`src/rtl/jdiv_pkg.sv`:
```
// Package: shared widths and legal-range limits for the divider pair.
// Assumes: the reference ratio allows 1 as a special value below its minimum.
package jdiv_pkg;
    localparam int REF_W_DEF   = 15;
    localparam int LOOP_W_DEF  = 16;
    localparam int REF_MIN_DEF = 5;
    localparam int LOOP_MIN_DEF = 40;
endpackage

```
`src/rtl/jdiv_clamp.sv`:
```
// Module: jdiv_clamp
// Maps a raw ratio onto the legal range. Values below MIN_RATIO become
// MIN_RATIO. When ALLOW_ONE is set, 1 stays legal and 0 is treated as 1.
// Assumes: MIN_RATIO fits in W bits. Purely combinational.
module jdiv_clamp #(
    parameter int W         = 16,
    parameter int MIN_RATIO = 40,
    parameter bit ALLOW_ONE = 1'b0
) (
    input  logic [W-1:0] raw,
    output logic [W-1:0] legal
);
    localparam logic [W-1:0] MIN_V = W'(MIN_RATIO);
    localparam logic [W-1:0] ONE_V = W'(1);

    generate
        if (ALLOW_ONE) begin : g_one_ok
            // Keep 1, lift 0 to 1, lift the gap below MIN_V to MIN_V.
            always_comb begin
                if (raw <= ONE_V)
                    legal = ONE_V;
                else if (raw < MIN_V)
                    legal = MIN_V;
                else
                    legal = raw;
            end
        end else begin : g_floor
            // Lift anything under MIN_V to MIN_V.
            always_comb begin
                if (raw < MIN_V)
                    legal = MIN_V;
                else
                    legal = raw;
            end
        end
    endgenerate
endmodule

```
`src/rtl/jdiv_count.sv`:
```
// Module: jdiv_count
// Programmable down-counter. A tick at count zero raises a registered
// one-cycle pulse and reloads ratio-1. A jam reloads ratio-1 at once,
// discards any tick in that cycle and clears the pulse.
// Assumes: ratio is never zero (the clamp guarantees this).
module jdiv_count #(
    parameter int W = 16
) (
    input  logic         clk,
    input  logic         rst_n,
    input  logic         tick,
    input  logic         jam,
    input  logic [W-1:0] ratio,
    output logic         pulse
);
    logic [W-1:0] cnt;
    logic [W-1:0] reload;

    // Reload value derived from the ratio presented this cycle.
    always_comb reload = ratio - W'(1);

    // Count down on ticks, reload on terminal count or jam.
    always_ff @(posedge clk) begin
        if (!rst_n) begin
            cnt   <= '0;
            pulse <= 1'b0;
        end else if (jam) begin
            cnt   <= reload;
            pulse <= 1'b0;
        end else if (tick) begin
            if (cnt == '0) begin
                cnt   <= reload;
                pulse <= 1'b1;
            end else begin
                cnt   <= cnt - W'(1);
                pulse <= 1'b0;
            end
        end else begin
            pulse <= 1'b0;
        end
    end
endmodule

```
`src/rtl/jam_divider_pair.sv`:
```
// Module: jam_divider_pair
// Reference divider (by R) and loop divider (by N). A load strobe latches
// a new N, reloads both counters together and pulses the phase detector
// reset one cycle later, in step with the reload.
// Assumes: tick inputs are single-cycle enables synchronous to clk.
module jam_divider_pair #(
    parameter int REF_W    = jdiv_pkg::REF_W_DEF,
    parameter int LOOP_W   = jdiv_pkg::LOOP_W_DEF,
    parameter int REF_MIN  = jdiv_pkg::REF_MIN_DEF,
    parameter int LOOP_MIN = jdiv_pkg::LOOP_MIN_DEF
) (
    input  logic              clk,
    input  logic              rst_n,
    input  logic              ref_tick,
    input  logic              vco_tick,
    input  logic [REF_W-1:0]  r_value,
    input  logic [LOOP_W-1:0] n_value,
    input  logic              n_load,
    output logic              fr_pulse,
    output logic              fv_pulse,
    output logic              pd_reset
);
    localparam logic [LOOP_W-1:0] LOOP_RST = LOOP_W'(LOOP_MIN);

    logic [REF_W-1:0]  r_legal;
    logic [LOOP_W-1:0] n_legal;
    logic [LOOP_W-1:0] n_held;
    logic [LOOP_W-1:0] n_ratio;

    jdiv_clamp #(.W(REF_W), .MIN_RATIO(REF_MIN), .ALLOW_ONE(1'b1)) u_rclamp (
        .raw   (r_value),
        .legal (r_legal)
    );

    jdiv_clamp #(.W(LOOP_W), .MIN_RATIO(LOOP_MIN), .ALLOW_ONE(1'b0)) u_nclamp (
        .raw   (n_value),
        .legal (n_legal)
    );

    // Hold the accepted loop ratio between load strobes.
    always_ff @(posedge clk) begin
        if (!rst_n)
            n_held <= LOOP_RST;
        else if (n_load)
            n_held <= n_legal;
    end

    // Loop ratio: the new value during a load, else the held one.
    always_comb n_ratio = n_load ? n_legal : n_held;

    // Phase detector reset, aligned with the counter reload.
    always_ff @(posedge clk) begin
        if (!rst_n)
            pd_reset <= 1'b0;
        else
            pd_reset <= n_load;
    end

    jdiv_count #(.W(REF_W)) u_rdiv (
        .clk   (clk),
        .rst_n (rst_n),
        .tick  (ref_tick),
        .jam   (n_load),
        .ratio (r_legal),
        .pulse (fr_pulse)
    );

    jdiv_count #(.W(LOOP_W)) u_ndiv (
        .clk   (clk),
        .rst_n (rst_n),
        .tick  (vco_tick),
        .jam   (n_load),
        .ratio (n_ratio),
        .pulse (fv_pulse)
    );
endmodule

```
`config.mk`:
```
export PLATFORM = sky130hd
export DESIGN_NAME = jam_divider_pair
export DESIGN_NICKNAME = d
export VERILOG_FILES = /design/src/rtl/jdiv_pkg.sv /design/src/rtl/jdiv_clamp.sv /design/src/rtl/jdiv_count.sv /design/src/rtl/jam_divider_pair.sv
export SDC_FILE = /design/constraint.sdc
export NUM_CORES = 1
export LEC_CHECK = 0
export BUFFER_PORTS_ARGS = -buffer_cell sky130_fd_sc_hd__buf_2
export CAP_MARGIN = 30
export CORE_MARGIN = 2
export CORE_UTILIZATION = 59
export CTS_BUF_LIST = sky130_fd_sc_hd__clkbuf_16
export DETAILED_ROUTE_END_ITERATION = 16
export HOLD_SLACK_MARGIN = 0.1
export PLACE_DENSITY = 0.91
export SYNTH_ARGS = -nofsm -noshare
export SYNTH_HDL_FRONTEND = slang
export SYNTH_SLANG_ARGS = --single-unit
export TNS_END_PERCENT = 10
```
`constraint.sdc`:
```
create_clock -name clk -period 3.19 [get_ports clk]
set_input_delay 0.319 -clock clk [delete_from_list [all_inputs] [get_ports clk]]
set_output_delay 0.319 -clock clk [all_outputs]
set_load 0.02 [all_outputs]
```
==> results.sh <==
export IMPL_crit_required_ps=3380
export IMPL_grt_max_degree=26
export IMPL_ioPinCount=39
export IMPL_antenna_left=0
export IMPL_r2r_end="u_rdiv.cnt[13]"
export IMPL_hold_viol=0
export IMPL_coreArea_mm2=0.005473
export IMPL_hp_class="in -> reg"
export IMPL_chipHeight_um=79.00
export IMPL_tightestPinTransition_ps=777.9
export IMPL_fin_util_pct=68.38
export IMPL_finalNetCount=512
export IMPL_std_cell_rows=27
export IMPL_drive_gt1_share_pct=15.25
export IMPL_start_util_pct=60.63
export IMPL_slew_viol_final=0
export IMPL_path_cells="buf_2 > nor3_1 > nand4_1 > or2_2 > o21ai_0 > ha_1 > nand2b_1 > a211o_1 > nor3_1 > xnor2_1 > a221oi_1"
export IMPL_cap_viol_max_count=0
export IMPL_slew_headroom_pct=48.14
export IMPL_die_area_mm2=0.006240
export IMPL_ctsResizeCount=0
export IMPL_postLayoutCellArea_mm2=0.003742
export IMPL_avgRoutedWirePerCell_um=17.05
export IMPL_grt_pass1_vias=3332
export IMPL_antenna_found_initial=0
export IMPL_yosys_warnings=0
export IMPL_setup_viol=0
export IMPL_numCtsBuffers=5
export IMPL_post_cts_setup_buffers=0
export IMPL_htree_levels=2
export IMPL_max_stage_delay_ps=360
export IMPL_async_flop_share_pct=0
export IMPL_cp_top_family="simple AND/OR/NAND/NOR gates"
export IMPL_synth_cell_types=69
export IMPL_syn_inst=435
export IMPL_synthesis_area_mm2=0.003318
export IMPL_first_pass_iters=5
export IMPL_fin_tns_setup_ps=0
export IMPL_fillers=449
export IMPL_io_buffers=38
export IMPL_ir_drop_uv=385.1
export IMPL_worstHoldPathCells=3
export IMPL_min_from="n_value[1]"
export IMPL_routed_wirelength_mm=9.276
export IMPL_synth_top_area_share_pct=30.17
export IMPL_clk_pin_slew_worst_paths_ps=70
export IMPL_status="finished clean"
export IMPL_met3_length_um=884
export IMPL_root_buffer="clkbuf_16"
export IMPL_power_density_mw_per_mm2=472.2
export IMPL_cp_slowest_cell="nor3_1"
export IMPL_crit_buf_inv=1
export IMPL_synthTopCellsByArea="dfxtp_1 (30%), nor2_1 (5.3%), a21oi_1 (5.1%), nand2_1 (4.5%), nor3_1 (4.5%)"
export IMPL_cts_sink_count=50
export IMPL_met2_length_mm=4.274
export IMPL_grt_total_usage_pct=30.63
export IMPL_ys_flop_type="dfxtp_1"
export IMPL_synth_edf_count=0
export IMPL_fmax_ghz=0.3877
export IMPL_place_area_mm2=0.003597
export IMPL_remaining_drc_errors=0
export IMPL_end_kind="flop"
export IMPL_whs_endpoint="n_held[1]"
export IMPL_clk_latency_ps=290
export IMPL_fin_crit_ps=2579
export IMPL_p_total_mw=1.767
export IMPL_reg2reg_depth=6
export IMPL_cts_tree="yes"
export IMPL_ys_seq_elements=50
export IMPL_post_route_period_util_pct=80.85
export IMPL_clockBufferDepth=2
export IMPL_via_per_inst=6.632
export IMPL_synth_fp_nets=476
export IMPL_gp_congestion=0.9288
export IMPL_holdBufCountCts=0
export IMPL_syn2layout_area_growth_pct=12.78
export IMPL_reg2reg_slack_ps=740
export IMPL_cp_num_cells=11
export IMPL_seq_area_frac_synth_pct=30.17
export IMPL_start_kind="input port"
export IMPL_p_leak_nw=1.423
export IMPL_crit_top_cell="nor3_1"
export IMPL_synth_avg_cell_area_um2=7.628
export IMPL_drt_iter0_drc=528
export IMPL_m1WireLength_mm=4.006
export IMPL_die_x_um=79.00
export IMPL_reg2reg_from="u_rdiv.cnt[10]"
export IMPL_synth_top_cell_by_area="dfxtp_1"
export IMPL_worst_ep_arrival_time_ps=2770
export IMPL_fin_skew_ps=7.732
export IMPL_top_layer="met4"
export IMPL_grt_pass1_wl_mm=15.50
export IMPL_insertedDiodeCount=0
export IMPL_place_hpwl_mm=6.714
export IMPL_critPathMaxFanout=5
export IMPL_overflow=0
export IMPL_rsz0062_at_grt="no"
export IMPL_crit_type="in -> reg"
export IMPL_vias=3608
worst reg2reg max path, stage by stage, from the launching register on:
cell	delay [ps]
dfxtp_1	360
or3_1	450
nor4_1	460
a21oi_1	320
a21oi_1	210
nor2_1	80
a2111oi_0	430
registers in the layout (all words and copies together), names as in the netlist:
name	cells
u_rdiv.pulse	1
n_held	16
u_rdiv.cnt	15
pd_reset	1
u_ndiv.pulse	1
u_ndiv.cnt	16
cells by family (layout without fill, tap and decap cells):
logic type / count (synthesis) / after routing / share of synthesized area [%]
xor+xnor: 18 / 18 / 4.751
simple gates: 199 / 199 / 30.88
compound gates: 117 / 117 / 24.21
buf+inv: 32 / 69 / 3.770
mux: 14 / 14 / 4.336
flops: 50 / 50 / 30.17
fa+ha+maj: 5 / 5 / 1.885
power by group:
part           leakage, nW  internal, mW  switching (mW)
logic                0.942         0.194           0.306
clock network       0.0679         0.291           0.242
registers            0.413         0.679          0.0545
total                 1.42          1.16           0.603
layer usage:
metal / global-route usage [%] / vias up
met5: 0 / -
met4: 8.448 / 0
met3: 3.864 / 15
met2: 49.83 / 243
met1: 42.82 / 1644
li1: - / 1706
how the worst max path moves through the flow:
stage                           start              to  slack [ps]
final                     r_value[10]  u_rdiv.cnt[10]         610
after floorplan            r_value[5]  u_rdiv.cnt[10]         640
after global placement    r_value[10]  u_rdiv.cnt[10]         470
after CTS                 n_value[12]   u_ndiv.cnt[4]         630
after detailed placement  r_value[10]  u_rdiv.cnt[10]         330
after global routing      r_value[10]  u_rdiv.cnt[10]         230
synth_stat cells (7+ instances only):
master     n
a21oi_1   34
clkbuf_1  12
dfxtp_1   50
inv_1     12
mux2i_1   11
nand2_1   40
nand3_1   18
nand4_1    7
nor2_1    47
nor3_1    30
nor4_1     8
o21ai_0   17
o22ai_1    9
or3_1     10
xnor2_1   12
per-stage QoR:
stage                     worst slack (ps)  hold slack (ps)  cells
final                                610.9            334.2    544
after global routing                 227.1            348.6    544
after CTS                            625.9            329.9    544
after detailed placement             334.3            442.2    536
after global placement               469.9            445.1    536
after floorplan                      638.6            413.6    435
area by class of cell:
cell class / instances / area (um^2) / area share [%]
multi-input combinational: 353 / 2192 / 58.58
clock inverter: 3 / 20.02 / 0.5349
timing repair buffer: 48 / 265.3 / 7.088
tap: 72 / 90.09 / 2.407
clock buffer: 5 / 125.1 / 3.343
inverter: 13 / 48.80 / 1.304
sequential: 50 / 1001 / 26.75
cell usage in the layout (no fill, tap or decap), types with 4 or more instances in the layout:
cell type / n
a22oi_1: 5
nor4_1: 8
nor3b_1: 6
nand2_1: 40
or3_1: 10
buf_4: 10
xor2_1: 6
xnor2_1: 12
nor3_1: 30
clkbuf_16: 5
nand2b_1: 4
or2_2: 4
o21ai_0: 17
a21oi_1: 34
a32oi_1: 4
nand4_1: 7
buf_2: 38
o21a_1: 6
inv_1: 12
o22ai_1: 9
dfxtp_1: 50
o21ai_1: 4
or4_1: 4
nor2_1: 47
nand3_1: 18
nor2b_1: 4
ha_1: 5
mux2i_1: 11
No activity file was read; power rests on OpenSTA's default activity.
